`src/rtl/bmw_pkg.sv`:
```
package bmw_pkg;
  localparam int DW       = 32;
  localparam int BE_W     = DW / 8;
  localparam int ADDR_W   = 64;
  localparam int GRAN     = 20;
  localparam int FLD_W    = DW - GRAN;
  localparam int HI_W     = ADDR_W - DW;
  localparam int KEY_W    = ADDR_W - GRAN;
  localparam int BASE_LSB = 16 - FLD_W;
  localparam int LIM_LSB  = GRAN;
  localparam int NWIN     = 2;
  localparam int WIN_LOW  = 0;
  localparam int WIN_PF   = 1;

  typedef logic [FLD_W-1:0] fld_t;
  typedef logic [HI_W-1:0]  hi_t;
  typedef logic [KEY_W-1:0] key_t;

  typedef struct packed {
    key_t lo;
    key_t hi;
  } win_t;

  // Inclusive bounds; an inverted window is empty.
  function automatic logic in_window(input win_t w, input key_t k);
    return (w.lo <= w.hi) && (k >= w.lo) && (k <= w.hi);
  endfunction

  // 1 MB block number of a full address.
  function automatic key_t addr_key(input logic [ADDR_W-1:0] a);
    return a[ADDR_W-1:GRAN];
  endfunction

  // Per-byte merge of write data into the current image.
  function automatic logic [DW-1:0] merge_be(input logic [DW-1:0] cur,
                                             input logic [DW-1:0] wd,
                                             input logic [BE_W-1:0] be);
    logic [DW-1:0] r;
    for (int b = 0; b < BE_W; b++) begin
      r[b*8 +: 8] = be[b] ? wd[b*8 +: 8] : cur[b*8 +: 8];
    end
    return r;
  endfunction

  // Extracts the base or limit field from a dword image.
  function automatic fld_t base_of(input logic [DW-1:0] img);
    return img[BASE_LSB +: FLD_W];
  endfunction

  function automatic fld_t lim_of(input logic [DW-1:0] img);
    return img[LIM_LSB +: FLD_W];
  endfunction
endpackage

```
`src/rtl/bmw_cfg_regs.sv`:
```
module bmw_cfg_regs
  import bmw_pkg::*;
#(
  parameter int CFG_AW   = 6,
  parameter int UPPER_EN = 1,
  parameter int LOW_DW   = 8,
  parameter int PF_DW    = 9,
  parameter int UB_DW    = 10,
  parameter int UL_DW    = 11
) (
  input  logic                  clk,
  input  logic                  rst_n,
  input  logic                  cfg_wr,
  input  logic [CFG_AW-1:0]     cfg_addr,
  input  logic [DW-1:0]         cfg_wdata,
  input  logic [BE_W-1:0]       cfg_be,
  output logic [DW-1:0]         cfg_rdata,
  output win_t [NWIN-1:0]       wins
);
  localparam logic [BASE_LSB-1:0] IND = (UPPER_EN != 0) ? BASE_LSB'(1) : '0;
  localparam logic [CFG_AW-1:0] A_LOW = CFG_AW'(LOW_DW);
  localparam logic [CFG_AW-1:0] A_PF  = CFG_AW'(PF_DW);
  localparam logic [CFG_AW-1:0] A_UB  = CFG_AW'(UB_DW);
  localparam logic [CFG_AW-1:0] A_UL  = CFG_AW'(UL_DW);

  fld_t low_base, low_lim, pf_base, pf_lim;
  hi_t  ub_q, ul_q;

  logic [DW-1:0] low_img, pf_img, ub_img, ul_img;
  logic [DW-1:0] low_new, pf_new, ub_new, ul_new;
  logic          wr_low, wr_pf, wr_ub, wr_ul;

  // Read images with read-only bits filled in.
  assign low_img = {low_lim, {(GRAN-16){1'b0}}, low_base, {BASE_LSB{1'b0}}};
  assign pf_img  = {pf_lim, IND, pf_base, IND};
  assign ub_img  = DW'(ub_q);
  assign ul_img  = DW'(ul_q);

  assign wr_low = cfg_wr && (cfg_addr == A_LOW);
  assign wr_pf  = cfg_wr && (cfg_addr == A_PF);
  assign wr_ub  = cfg_wr && (cfg_addr == A_UB);
  assign wr_ul  = cfg_wr && (cfg_addr == A_UL);

  assign low_new = merge_be(low_img, cfg_wdata, cfg_be);
  assign pf_new  = merge_be(pf_img,  cfg_wdata, cfg_be);
  assign ub_new  = merge_be(ub_img,  cfg_wdata, cfg_be);
  assign ul_new  = merge_be(ul_img,  cfg_wdata, cfg_be);

  always_ff @(posedge clk) begin
    if (!rst_n) begin
      low_base <= '0;
      low_lim  <= '0;
      pf_base  <= '0;
      pf_lim   <= '0;
    end else begin
      if (wr_low) begin
        low_base <= base_of(low_new);
        low_lim  <= lim_of(low_new);
      end
      if (wr_pf) begin
        pf_base <= base_of(pf_new);
        pf_lim  <= lim_of(pf_new);
      end
    end
  end

  generate
    if (UPPER_EN != 0) begin : g_upper
      always_ff @(posedge clk) begin
        if (!rst_n) begin
          ub_q <= '0;
          ul_q <= '0;
        end else begin
          if (wr_ub) ub_q <= ub_new[HI_W-1:0];
          if (wr_ul) ul_q <= ul_new[HI_W-1:0];
        end
      end
    end else begin : g_no_upper
      assign ub_q = '0;
      assign ul_q = '0;
    end
  endgenerate

  always_comb begin
    case (cfg_addr)
      A_LOW:   cfg_rdata = low_img;
      A_PF:    cfg_rdata = pf_img;
      A_UB:    cfg_rdata = ub_img;
      A_UL:    cfg_rdata = ul_img;
      default: cfg_rdata = '0;
    endcase
  end

  // Low window lives entirely below 4 GB: upper key bits are zero.
  assign wins[WIN_LOW].lo = {{HI_W{1'b0}}, low_base};
  assign wins[WIN_LOW].hi = {{HI_W{1'b0}}, low_lim};
  assign wins[WIN_PF].lo  = {ub_q, pf_base};
  assign wins[WIN_PF].hi  = {ul_q, pf_lim};
endmodule

```
`src/rtl/bmw_win_bank.sv`:
```
module bmw_win_bank
  import bmw_pkg::*;
(
  input  win_t [NWIN-1:0]    wins,
  input  logic [ADDR_W-1:0]  addr,
  output logic [NWIN-1:0]    hit,
  output logic               hit_any
);
  key_t key;
  assign key = addr_key(addr);

  generate
    for (genvar w = 0; w < NWIN; w++) begin : g_win
      assign hit[w] = in_window(wins[w], key);
    end
  endgenerate

  assign hit_any = |hit;
endmodule

```
`src/rtl/bmw_route.sv`:
```
module bmw_route (
  input  logic clk,
  input  logic rst_n,
  input  logic mem_en,
  input  logic master_en,
  input  logic dn_vld,
  input  logic dn_hit_any,
  input  logic up_vld,
  input  logic up_hit_any,
  output logic dn_out_vld,
  output logic dn_fwd,
  output logic up_out_vld,
  output logic up_fwd
);
  always_ff @(posedge clk) begin
    if (!rst_n) begin
      dn_out_vld <= 1'b0;
      dn_fwd     <= 1'b0;
      up_out_vld <= 1'b0;
      up_fwd     <= 1'b0;
    end else begin
      dn_out_vld <= dn_vld;
      dn_fwd     <= dn_vld && dn_hit_any && mem_en;
      up_out_vld <= up_vld;
      up_fwd     <= up_vld && !up_hit_any && master_en;
    end
  end
endmodule

```
`src/rtl/bmw_decode.sv`:
```
module bmw_decode
  import bmw_pkg::*;
#(
  parameter int CFG_AW   = 6,
  parameter int UPPER_EN = 1,
  parameter int LOW_DW   = 8,
  parameter int PF_DW    = 9,
  parameter int UB_DW    = 10,
  parameter int UL_DW    = 11
) (
  input  logic               clk,
  input  logic               rst_n,
  input  logic               cfg_wr,
  input  logic [CFG_AW-1:0]  cfg_addr,
  input  logic [31:0]        cfg_wdata,
  input  logic [3:0]         cfg_be,
  output logic [31:0]        cfg_rdata,
  input  logic               mem_en,
  input  logic               master_en,
  input  logic               dn_vld,
  input  logic [63:0]        dn_addr,
  output logic               dn_out_vld,
  output logic               dn_fwd,
  input  logic               up_vld,
  input  logic [63:0]        up_addr,
  output logic               up_out_vld,
  output logic               up_fwd
);
  win_t [NWIN-1:0] wins;
  logic [NWIN-1:0] dn_hit, up_hit;
  logic            dn_hit_any, up_hit_any;

  bmw_cfg_regs #(
    .CFG_AW(CFG_AW), .UPPER_EN(UPPER_EN), .LOW_DW(LOW_DW),
    .PF_DW(PF_DW), .UB_DW(UB_DW), .UL_DW(UL_DW)
  ) u_regs (
    .clk(clk), .rst_n(rst_n), .cfg_wr(cfg_wr), .cfg_addr(cfg_addr),
    .cfg_wdata(cfg_wdata), .cfg_be(cfg_be), .cfg_rdata(cfg_rdata),
    .wins(wins)
  );

  bmw_win_bank u_dn_bank (
    .wins(wins), .addr(dn_addr), .hit(dn_hit), .hit_any(dn_hit_any)
  );

  bmw_win_bank u_up_bank (
    .wins(wins), .addr(up_addr), .hit(up_hit), .hit_any(up_hit_any)
  );

  bmw_route u_route (
    .clk(clk), .rst_n(rst_n), .mem_en(mem_en), .master_en(master_en),
    .dn_vld(dn_vld), .dn_hit_any(dn_hit_any),
    .up_vld(up_vld), .up_hit_any(up_hit_any),
    .dn_out_vld(dn_out_vld), .dn_fwd(dn_fwd),
    .up_out_vld(up_out_vld), .up_fwd(up_fwd)
  );
endmodule

```
`config.mk`:
```
export PLATFORM = sky130hd
export DESIGN_NAME = bmw_decode
export DESIGN_NICKNAME = d
export VERILOG_FILES = /design/src/rtl/bmw_pkg.sv /design/src/rtl/bmw_cfg_regs.sv /design/src/rtl/bmw_win_bank.sv /design/src/rtl/bmw_route.sv /design/src/rtl/bmw_decode.sv
export SDC_FILE = /design/constraint.sdc
export NUM_CORES = 1
export LEC_CHECK = 0
export ABC_AREA = 1
export BUFFER_PORTS_ARGS = -buffer_cell sky130_fd_sc_hd__buf_2
export CAP_MARGIN = 10
export CELL_PAD_IN_SITES_DETAIL_PLACEMENT = 1
export CELL_PAD_IN_SITES_GLOBAL_PLACEMENT = 2
export CORE_ASPECT_RATIO = 0.5
export CORE_MARGIN = 2
export CORE_UTILIZATION = 35
export CTS_BUF_LIST = sky130_fd_sc_hd__clkbuf_8 sky130_fd_sc_hd__clkbuf_16
export DETAILED_ROUTE_END_ITERATION = 6
export HOLD_SLACK_MARGIN = 0.02
export PLACE_DENSITY = 0.95
export SLEW_MARGIN = 20
export SYNTH_ARGS = -nofsm -noshare
export SYNTH_HDL_FRONTEND = slang
export SYNTH_SLANG_ARGS = --single-unit
```
`constraint.sdc`:
```
create_clock -name clk -period 3.5 [get_ports clk]
set_input_delay 0.525 -clock clk [delete_from_list [all_inputs] [get_ports clk]]
set_output_delay 0.525 -clock clk [all_outputs]
set_load 0.02 [all_outputs]
```
Word-level counts from Yosys, hierarchy flattened:

Cells that the tools add are included.

* mux-type cells: 1
* equal/unequal tests: 4
* reductions and logical operators: 35
* $lt $le $gt $ge: 10

Operators by type and width (count)
* $le 44x44->1: 3
* $pmux 32 s4: 1
* $ge 44x12->1: 2
* $ge 44x44->1: 2
* $le 44x12->1: 2
* $reduce_and 2->1: 16
* $eq 6x4->1 const B: 4
* $logic_and 1x1->1: 16
* $le 12x12->1: 1
* $reduce_or 2->1: 2
* $logic_not 1->1: 1

* bits in registers: 116

Depth between registers and ports, before layout:

Gate-level depths: netlist of run 1.

* word-level depth: 7
* depth in mapped cells: 16

By module:

Synthesis of run 1 repeated with hierarchy kept, for this count alone.

* cell total of the unflattened synthesis: 3194
* area, all modules: 20095.5 um^2

By module, submodules not included
* bmw_win_bank: instances 2, seq. area each 0.0 um^2, cells an instance 1113, area each 6941.7 um^2
* bmw_cfg_regs: instances 1, seq. area each 2242.2 um^2, cells an instance 955, area each 6098.3 um^2
* bmw_route: instances 1, seq. area each 80.1 um^2, cells an instance 13, area each 113.9 um^2

Least setup slack after synthesis of run 1:

OpenSTA, ideal clock, no wires.

* path type: input to output
* start point: input cfg_addr[5]
* end point: output cfg_rdata[26]
* required time: 2.975 ns
* arrival: 1.509 ns
* stages: 4
* slack: 1.466 ns
* cell sequence: nor2_4 -> nand4_4 -> clkbuf_1 -> o221ai_1

* word-level cells in the longest chain between the ends: 2

RTL lines
* start, declared: line bmw_decode.sv:14 `input logic [CFG_AW-1:0] cfg_addr,`
* $eq 6x4->1: line bmw_cfg_regs.sv:85 `case (cfg_addr)`
* $pmux 32 s4 *: line bmw_cfg_regs.sv:85
* end, declared: line bmw_decode.sv:17 `output logic [31:0] cfg_rdata,`

Every way passes the cells marked *; elsewhere a longest branch is shown, timed or not.

Final worst setup path of run 1:

* start point: input cfg_addr[5]
* end point: output cfg_rdata[30]

The elaborated chain is that of the path after synthesis.

==> results of run 1 <==
[cell families (layout without fill, tap and decap cells)]
family	after synthesis	after routing	share of synthesized area (%)
and+or+nand+nor	540	540	20.57
AOI/OAI and AO/OA	444	444	20.85
adders and majority gates	280	280	30.33
buffers and inverters	236	413	8.155
DFF	116	116	20.10
other	0	3	0
[cell type report]
class	instances	area share, %
clock inverters	12	0.9683
repair buffers	179	6.890
diodes	3	0.05586
multi-input cells	1264	61.67
clock buffers	20	3.473
inverters	202	5.642
flip-flops and latches	116	17.28
well taps	432	4.022
[Yosys cell counts, drive strengths merged, types with 5 or more instances]
master  count
ha        280
clkbuf     17
a21oi     248
o22ai       6
nor3       18
nand3      40
nor4        6
o21bai      5
inv       202
nand4      40
nand3b      5
nor2      137
a21o       10
buf        17
o21a       11
dfxtp     116
nand2     287
o21ai     136
o221ai     26
and2        5
[power breakdown]
part / total [uW] / switching (uW) / leakage (uW) / internal, uW
Combinational: 687 / 425 / 0.00493 / 262
Sequential: 1330 / 3.22 / 0.000935 / 1330
Clock: 1760 / 661 / 0.000286 / 1100
[stage by stage]
stage          setup WS [ns]  instance area (sq um)  std cells
2_1_floorplan          1.466                  11550       1616
3_3_place_gp          0.8219                  12830       2193
3_5_place_dp          0.8031                  12830       2193
4_1_cts               0.7995                  13430       2225
5_1_grt               0.7283                  13440       2227
6_report              0.7184                  13440       2228
[sequential cells by signal, summed over array words and instances, names as in the netlist]
signal and count:
u_regs.ub_img 32, u_route.up_fwd 1, u_regs.low_base 12, u_route.dn_out_vld 1, u_route.up_out_vld 1, u_route.dn_fwd 1
u_regs.pf_base 12, u_regs.low_lim 12, u_regs.pf_lim 12, u_regs.ul_img 32
[path summary, 6_finish.rpt]
kind                                        start                              end  slack [ns]
setup reg to reg   u_regs.ul_img[27]$_SDFFE_PN0P_        u_route.up_fwd$_SDFF_PN0_        1.14
hold reg to reg   u_regs.low_base[8]$_SDFFE_PN0P_  u_regs.low_base[8]$_SDFFE_PN0P_        0.54
setup / recovery                      cfg_addr[5]                    cfg_rdata[30]        0.72
hold / removal                             up_vld    u_route.up_out_vld$_SDFF_PN0_        0.30
[cells in the final DEF, fill, tap and decap left out, drive strengths merged, types with 2 or more instances in the layout]
cell	count
a21o	10
a21oi	248
and2	5
buf	179
bufinv	2
clkbuf	20
clkinv	4
clkinvlp	4
dfxtp	116
diode	3
ha	280
inv	204
nand2	287
nand3	40
nand3b	5
nand4	40
nor2	137
nor3	18
nor4	6
o21a	11
o21ai	136
o21bai	5
o221ai	26
o22ai	6
[per-layer routing]
layer / vias to the layer above / wire, microns / global-route usage [%]
li1: 5939 / - / -
met5: - / 23 / 0
met2: 256 / 20010 / 42.00
met1: 5733 / 20280 / 33.40
met3: 69 / 2416 / 5.421
met4: 4 / 1242 / 8.698
[worst min-delay path: stages]
cell	delay, ns
buf_2	0.08
nand2_1	0.04
inv_1	0.06
==> run metrics, run 1 <==
status=completed; most common cell type on the critical path=buf_2; htree depth=4; CP Class=in -> out; 1st-iter DRT viols=556; setup tns final=0 ns; WP buf/inv=2; share of the synthesized area in the top cell type=30.33%; leakage=~0.0062 uW; Post-Synthesis Net Count=2073; Routability Congestion=0.8920; Initial DRT Pass Iterations=4; fmax=around 360 MHz; Post-Syn Area=11550 sq um; transition time of the tightest slew-check pin=approximately 0.9 ns; # Max-Cap Violations=0; vias=12.00k; # fillers=around 4.2k; final hold slack=0.3005 ns; ys flop type=dfxtp_1; Max Clock Skew=0.009556 ns; VDD IR max=0.2836 mV; Synth area leader=ha_1; Worst EP arrival=2.26 ns; Die Wd=260.9 microns; period utilisation layout=79.47%; register area share after synthesis=20.10%; RSZ-0062 raised after global routing=no; crit path capture type=output pin; clock root cell=clkbuf_16; Hold Fails Final Rpt=0; Seq cells post-synth=116; total power=3781 uW; hold path depth=3; Synth Instances=roughly 1.6k; Unique masters post-synth=34; crit-path max FO=26; final wirelength=43970 microns; ANT nets after route=0; synth top area cells=ha_1, dfxtp_1, a21oi_1, nand2_1, inv_1; Boundary Pins=between 200 and 250; FF-to-FF path depth=12; post-layout minimum cycle time=2.782 ns; Hold WC Path Type=in -> reg; Yosys Warn Count=0; die area=34560 sq um; gr usage total=25.64%; Crit path depth=5; asr flop ratio synth=0%; Post-layout nets=between 2k and 2.5k; DRC Markers=0; wire length of the first global-routing pass=67800 microns; via/cell ratio=5.386; clock buffer depth=2; share of layout cells above drive strength 1=between 10% and 20%; CP Launch Type=input pin; area of the multi-input gates=8288 sq um; Post-CTS Setup Repair Bufs=0; Layout Utilization=41.92%; area of the core=32060 sq um; CP max stage delay=slightly above 0.6 ns; required time of the critical path=slightly below 3 ns; Sequential cell area=between 2000 and 2500 sq um; CTS clk-pin slew, worst paths=0.06 ns; Post-Syn Area per Cell=approximately 7 sq um; grt ovf=0; row count=46; Power Dens Cells=281.3 nW/um^2; antenna violations before repair=5; fin. max-slew vios=0; # resized after CTS=0; CTS tree=done; number of global-route vias before repair=roughly 12k; worst-skew pair later-pin latency=0.43 ns; delay-heaviest family, CP=simple AND/OR/NAND/NOR gates; setup violators final=0; area delta synth->final=16.33%; Initial Utilization=36.04%; Slew HR=41.21%; CTS sink cnt=around 120; number of flops mapped to enable cells by yosys=0; Worst path slowest cell=o221ai_1; wire per inst=19.74 microns; IO Port Bufs=172; Num CTS Buffers=17; Post-DP HPWL=36760 microns; largest net degree at the start of global routing=49; cell chain of the critical path=buf_2 -> nor2_4 -> nand4_4 -> o221ai_1 -> buf_2; Vert. Die Dim=132.5 microns; hold_buf cts=0
No activity file was read; power rests on OpenSTA's default activity.
==> run 2, diff against run 1 <==
--- a/config.mk
+++ b/config.mk
@@ -12,11 +12,11 @@
 export CELL_PAD_IN_SITES_GLOBAL_PLACEMENT = 2
 export CORE_ASPECT_RATIO = 0.5
 export CORE_MARGIN = 2
-export CORE_UTILIZATION = 35
+export CORE_UTILIZATION = 32
 export CTS_BUF_LIST = sky130_fd_sc_hd__clkbuf_8 sky130_fd_sc_hd__clkbuf_16
 export DETAILED_ROUTE_END_ITERATION = 6
 export HOLD_SLACK_MARGIN = 0.02
-export PLACE_DENSITY = 0.95
+export PLACE_DENSITY = 0.9
 export SLEW_MARGIN = 20
 export SYNTH_ARGS = -nofsm -noshare
 export SYNTH_HDL_FRONTEND = slang
==> constraint.sdc (replaced) <==
create_clock -name clk -period 2.6 [get_ports clk]
set_input_delay 0.39 -clock clk [delete_from_list [all_inputs] [get_ports clk]]
set_output_delay 0.39 -clock clk [all_outputs]
set_load 0.02 [all_outputs]
==> run 2 against run 1 <==
Via count decreased by 1.3%. Combinational power is 35% higher. Wire length up 0.71%. Die area up 9.2%. Utilization is 3.7 points lower. Largest power group unchanged. Count of clock-buffer cells in the layout shrank 1. Critical path type is now reg -> reg. Sequential cell count is the same. Clock power is 52% higher.
==> run metrics, run 2 (synthesized netlist as in run 1, its figures left out) <==
# Max-Cap Violations=0 (unchanged); met2 routed WL=20250 microns (was 20010 microns); Post-layout nets=2244 (was 2237); combinational share of power=17.2% (was 18.2%); vias=11.85k (was 12.00k); commonest non-fill, non-tap cell in the layout=ha_1 (unchanged); fin. max-slew vios=0 (unchanged); crit path capture type=flip-flop (was output pin); Initial Utilization=32.32% (was 36.04%); DR top layer=met5 (unchanged); sw frac=27.94% (was 28.82%); Vert. Die Dim=138.4 microns (was 132.5 microns); WL met3=2247 microns (was 2416 microns); CTS clk-pin slew, worst paths=0.06 ns (about the same); Boundary Pins=213 (unchanged); Layout Utilization=38.20% (was 41.92%); cell chain of the critical path=inv_1 -> ha_1 -> a21o_1 -> o21bai_1 -> nand3_1 -> nand2_1 -> nand3_1 -> nand2_1 -> nand3_1 -> nand2_1 -> inv_1 (was buf_2 -> nor2_4 -> nand4_4 -> o221ai_1 -> buf_2); most frequent cells in the layout=ha_1, nand2_1, a21oi_1, inv_1, buf_2 (unchanged); CP max stage delay=0.33 ns (was 0.61 ns); Power Dens Cells=395.3 nW/um^2 (was 281.3 nW/um^2); area delta synth->final=18.20% (was 16.33%); Net Sw Power=1508 uW (was 1089 uW); CP Launch Type=flip-flop (was input pin); final wirelength=44280 microns (was 43970 microns); antenna violations before repair=5 (unchanged); crit-path max FO=5 (was 26); grt ovf=0 (unchanged); delay-heaviest family, CP=simple AND/OR/NAND/NOR gates (unchanged); largest net degree at the start of global routing=115 (was 49); Initial DRT Pass Iterations=5 (was 4); gr usage total=23.50% (was 25.64%); row count=49 (was 46); Hold Fails Final Rpt=0 (unchanged); final hold slack=0.1588 ns (was 0.3005 ns); required time of the critical path=2.93 ns (was 2.97 ns); share of layout cells above drive strength 1=13.40% (was 13.05%); via/cell ratio=5.182 (was 5.386); pre-CTS WS=0.3021 ns (was 0.8031 ns); # fillers=4488 (was 4150); transition time of the tightest slew-check pin=0.6393 ns (was 0.8751 ns); leakage=0.006233 uW (was 0.006156 uW); 1st-iter DRT viols=537 (was 556); number of global-route vias before repair=11.90k (was 12.14k); VDD IR max=0.4494 mV (was 0.2836 mV); Worst EP arrival=2.58 ns (was 2.26 ns); period utilisation layout=86.48%; wire per inst=19.37 microns (was 19.74 microns); fmax=~440 MHz; wire length of the first global-routing pass=67560 microns (was 67800 microns); DRC Markers=0 (unchanged); Post-CTS Setup Repair Bufs=0 (unchanged); ANT nets after route=0 (unchanged); status=completed (unchanged); Metal-1 WL=20740 microns (was 20280 microns); Slew HR=56.98% (was 41.21%); CP Class=reg -> reg (was in -> out); clock root cell=clkbuf_16 (unchanged); Max Clock Skew=0.005259 ns (was 0.009556 ns); Die Wd=272.7 microns (was 260.9 microns); Routability Congestion=0.8939 (was 0.8920); Post-DP HPWL=36890 microns (was 36760 microns); hold_buf cts=0 (unchanged); Num CTS Buffers=17 (unchanged); Hold WC Path Type=in -> reg (unchanged); die area=37730 sq um (was 34560 sq um); RSZ-0062 raised after global routing=no (unchanged); Clock power frac=49.6% (was 46.6%); Internal=3890 uW (was 2691 uW); setup violators final=0 (unchanged); register share of total power=33.2% (was 35.2%); clock buffer depth=2 (unchanged); area of the core=35740 sq um (was 32060 sq um); worst-skew pair later-pin latency=0.43 ns (about the same); CTS sink cnt=116 (unchanged); IO Port Bufs=172 (unchanged); CTS tree=done (unchanged); # resized after CTS=0 (unchanged); setup tns final=0 ns (unchanged); WP buf/inv=2 (unchanged); post-layout minimum cycle time=roughly 2.2 ns; worst setup margin=0.3515 ns (was 0.7184 ns); htree depth=4 (unchanged); Worst path slowest cell=ha_1 (was o221ai_1)
-- run 2: cell count changes in the layout (fill, tap and decap cells not counted) --
cell,delta
buf_12,+3
buf_4,+4
bufinv_16,+3
clkbuf_8,-1
clkinv_2,-1
clkinv_4,+1
clkinvlp_4,-1
inv_1,-1
inv_6,-1
-- run 2: per-layer routing --
metal | up-vias | global-route usage, %
met5 | - | 0
met3 | 61 | 4.290
met1 | 5629 | 31.10
li1 | 5942 | -
met4 | 4 | 7.316
met2 | 209 | 38.71
-- run 2: through the flow --
| stage | instances | cell area, sq um | power, uW |
|---|---|---|---|
| after floorplan | 1616 | 11550 | 2348 |
| after global placement | 2252 | 12990 | 2710 |
| after detailed placement | 2252 | 12990 | 2747 |
| after CTS | 2283 | 13650 | 5420 |
| after global routing | 2285 | 13650 | 5638 |
| final | 2286 | 13650 | 5398 |
-- run 2: final cells by class --
| type | count | area, sq um | share of cell area (%) |
|---|---|---|---|
| flip-flops and latches | 116 | 2322 | 17.01 |
| repair buffers | 186 | 1016 | 7.441 |
| diodes | 3 | 7.507 | 0.05498 |
| multi-input cells | 1264 | 8288 | 60.70 |
| inverters | 202 | 758.2 | 5.553 |
| clock inverters | 12 | 203.9 | 1.494 |
| well taps | 484 | 605.6 | 4.435 |
| clock buffers | 19 | 452.9 | 3.317 |
-- run 2: power by group through the flow --
stage | combinational (uW) | clock [uW] | sequential [uW]
CTS | 924 | 2700 | 1790
detailed placement | 916 | 0 | 1830
global route | 1060 | 2790 | 1790
global placement | 879 | 0 | 1830
finish | 927 | 2680 | 1790
floorplan | 515 | 0 | 1830
-- run 2: worst reg2reg max path, cell delays in order (launching register included) --
cell and delay, ns:
dfxtp_1 0.30, inv_1 0.28, ha_1 0.33, a21o_1 0.19, o21bai_1 0.32, nand3_1 0.17
nand2_1 0.09, nand3_1 0.07, nand2_1 0.10, nand3_1 0.16, nand2_1 0.10, inv_1 0.03
-- run 2: path summary, 6_finish.rpt --
path / startpoint / endpoint / slack [ns] / cells after the start
max: u_regs.pf_lim[7]$_SDFFE_PN0P_ / u_route.up_fwd$_SDFF_PN0_ / 0.35 / 11
min: dn_vld / u_route.dn_out_vld$_SDFF_PN0_ / 0.16 / 3
max reg2reg: u_regs.pf_lim[7]$_SDFFE_PN0P_ / u_route.up_fwd$_SDFF_PN0_ / 0.35 / 11
min reg2reg: u_regs.ub_img[19]$_SDFFE_PN0P_ / u_regs.ub_img[19]$_SDFFE_PN0P_ / 0.55 / 2
==> run 3, diff against run 2 <==
--- a/config.mk
+++ b/config.mk
@@ -12,12 +12,13 @@
 export CELL_PAD_IN_SITES_GLOBAL_PLACEMENT = 2
 export CORE_ASPECT_RATIO = 0.5
 export CORE_MARGIN = 2
-export CORE_UTILIZATION = 32
+export CORE_UTILIZATION = 33
 export CTS_BUF_LIST = sky130_fd_sc_hd__clkbuf_8 sky130_fd_sc_hd__clkbuf_16
 export DETAILED_ROUTE_END_ITERATION = 6
-export HOLD_SLACK_MARGIN = 0.02
+export HOLD_SLACK_MARGIN = 0.05
 export PLACE_DENSITY = 0.9
 export SLEW_MARGIN = 20
 export SYNTH_ARGS = -nofsm -noshare
 export SYNTH_HDL_FRONTEND = slang
+export SYNTH_HIERARCHICAL = 1
 export SYNTH_SLANG_ARGS = --single-unit
==> run 3 against run 2 <==
Clock power fell by 10%. Final cell count rose by 83%. Global-route usage fell by 0.38 points. Clock skew rose by 0.0094 ns. Critical path type unchanged. Critical endpoint is now u_route/dn_fwd$_SDFF_PN0_. Largest power group unchanged.
==> run metrics, run 3 <==
Initial Utilization=33.65% (was 32.32%); commonest non-fill, non-tap cell in the layout=nand2_1 (was ha_1); antenna violations before repair=0 (was 5); crit path capture type=flip-flop (unchanged); VDD IR max=0.3638 mV (was 0.4494 mV); RSZ-0062 raised after global routing=no (unchanged); Cell Count, Final, Fillers Out=4193 (was 2286); Post-CTS Setup Repair Bufs=0 (unchanged); ANT cells=0 (was 3); number of global-route vias before repair=21.29k (was 11.90k); period utilisation layout=92.07% (was 86.48%); Post-DP HPWL=61900 microns (was 36890 microns); die area=62960 sq um (was 37730 sq um); Synth Instances=3190 (was 1616); 1st-iter DRT viols=908 (was 537); CTS clk-pin slew, worst paths=0.06 ns (about the same); Boundary Pins=213 (unchanged); wire per inst=17.28 microns (was 19.37 microns); cell chain of the critical path=inv_1 -> ha_1 -> nand4_1 -> nor4_1 -> nand4_1 -> nand2_2 -> nand3_2 -> nand2_1 -> nand2_1 -> nor2_1 (was inv_1 -> ha_1 -> a21o_1 -> o21bai_1 -> nand3_1 -> nand2_1 -> nand3_1 -> nand2_1 -> nand3_1 -> nand2_1 -> inv_1); post-layout minimum cycle time=2.394 ns (was 2.249 ns); most frequent cells in the layout=nand2_1, inv_1, ha_1, nor2_1, a21oi_1 (was ha_1, nand2_1, a21oi_1, inv_1, buf_2); CP max stage delay=0.60 ns (was 0.33 ns); hold_buf cts=0 (unchanged); Routability Congestion=0.9718 (was 0.8939); largest net degree at the start of global routing=58 (was 115); setup tns final=0 ns (unchanged); # Max-Cap Violations=0 (unchanged); Max Clock Skew=0.01469 ns (was 0.005259 ns); IO Port Bufs=172 (unchanged); grt ovf=0 (unchanged); crit-path max FO=4 (was 5); CP Launch Type=flip-flop (unchanged); area of the core=59670 sq um (was 35740 sq um); WP buf/inv=1 (was 2); delay-heaviest family, CP=simple AND/OR/NAND/NOR gates (unchanged); fin. max-slew vios=0 (unchanged); final wirelength=72460 microns (was 44280 microns); share of layout cells above drive strength 1=8.962% (was 13.40%); Num CTS Buffers=17 (unchanged); Yosys Warn Count=6 (was 0); worst-skew pair later-pin latency=0.45 ns (was 0.43 ns); setup violators final=0 (unchanged); area delta synth->final=11.45% (was 18.20%); DRC Markers=0 (unchanged); status=completed (unchanged); Hold Fails Final Rpt=0 (unchanged); fmax=417.7 MHz (was 444.7 MHz); Worst path slowest cell=nor4_1 (was ha_1); row count=63 (was 49); ANT nets after route=0 (unchanged); Die Wd=352.9 microns (was 272.7 microns); # resized after CTS=0 (unchanged); CTS sink cnt=116 (unchanged); Post-Syn Area per Cell=6.295 sq um (was 7.149 sq um); gr usage total=23.12% (was 23.50%); via/cell ratio=4.853 (was 5.182); clock root cell=clkbuf_16 (unchanged); Post-layout nets=4074 (was 2244); CP Class=reg -> reg (unchanged); Initial DRT Pass Iterations=5 (unchanged); CTS tree=done (unchanged); leakage=0.01178 uW (was 0.006233 uW); wire length of the first global-routing pass=113300 microns (was 67560 microns); Worst EP arrival=2.77 ns (was 2.58 ns); Post-Syn Area=20080 sq um (was 11550 sq um); Vert. Die Dim=178.4 microns (was 138.4 microns); Slew HR=59.26% (was 56.98%); required time of the critical path=2.97 ns (was 2.93 ns); htree depth=4 (unchanged); Power Dens Cells=275.7 nW/um^2 (was 395.3 nW/um^2); cell total after placement=4162 (was 2252); clock buffer depth=2 (unchanged); vias=20.35k (was 11.85k); transition time of the tightest slew-check pin=0.6084 ns (was 0.6393 ns); Hold WC Path Type=in -> reg (unchanged)
run 3: where the power goes:
group          switching, uW  total, uW  internal [uW]
sequential              14.3       1800           1790
combinational           1250       1960            712
clock                    931       2410           1480
run 3: worst paths after layout:
kind,startpoint,depth (start not counted),to,slack (ns)
min reg2reg,u_regs/low_lim[10]$_SDFFE_PN0P_,2,u_regs/low_lim[10]$_SDFFE_PN0P_,0.55
max,u_regs/ul_img[15]$_SDFFE_PN0P_,10,u_route/dn_fwd$_SDFF_PN0_,0.21
min,up_vld,3,u_route/up_out_vld$_SDFF_PN0_,0.16
max reg2reg,u_regs/ul_img[15]$_SDFFE_PN0P_,10,u_route/dn_fwd$_SDFF_PN0_,0.21
run 3: area by class of cell:
cell class | instances | area [sq um]
Multi-Input combinational cell | 2398 | 14940
Clock inverter | 14 | 147.6
Fill cell | 7998 | 37290
Sequential cell | 116 | 2322
Tap cell | 812 | 1016
Clock buffer | 17 | 425.4
Timing Repair Buffer | 201 | 1144
Inverter | 635 | 2384
run 3: worst register-to-register path, cell delays in order, from the launching register on:
cell	delay (ns)
dfxtp_1	0.42
inv_1	0.10
ha_1	0.33
nand4_1	0.28
nor4_1	0.60
nand4_1	0.18
nand2_2	0.11
nand3_2	0.05
nand2_1	0.11
nand2_1	0.06
nor2_1	0.07
run 3: per-layer routing:
metal | vias up | track usage [%] | wire length [microns]
li1 | 10320 | - | -
met1 | 9689 | 28.40 | 32900
met2 | 262 | 42.98 | 35460
met3 | 77 | 2.189 | 2507
met4 | 0 | 6.499 | 1587
met5 | - | 0 | 0
run 3: stage by stage:
| step | instance area, sq um | total power (uW) | setup WS, ns | util [%] | hold WS (ns) |
|---|---|---|---|---|---|
| after detailed placement | 21810 | 3699 | 0.2647 | 36.54 | 0.5431 |
| after floorplan | 20320 | 3111 | 0.7355 | - | 0.4915 |
| after global placement | 21810 | 3618 | 0.2873 | 36.54 | 0.5331 |
| after global routing | 22380 | 6579 | 0.09736 | 37.50 | 0.1624 |
| after CTS | 22380 | 6112 | 0.2490 | 37.50 | 0.1431 |
| final | 22380 | 6170 | 0.2061 | 37.50 | 0.1587 |
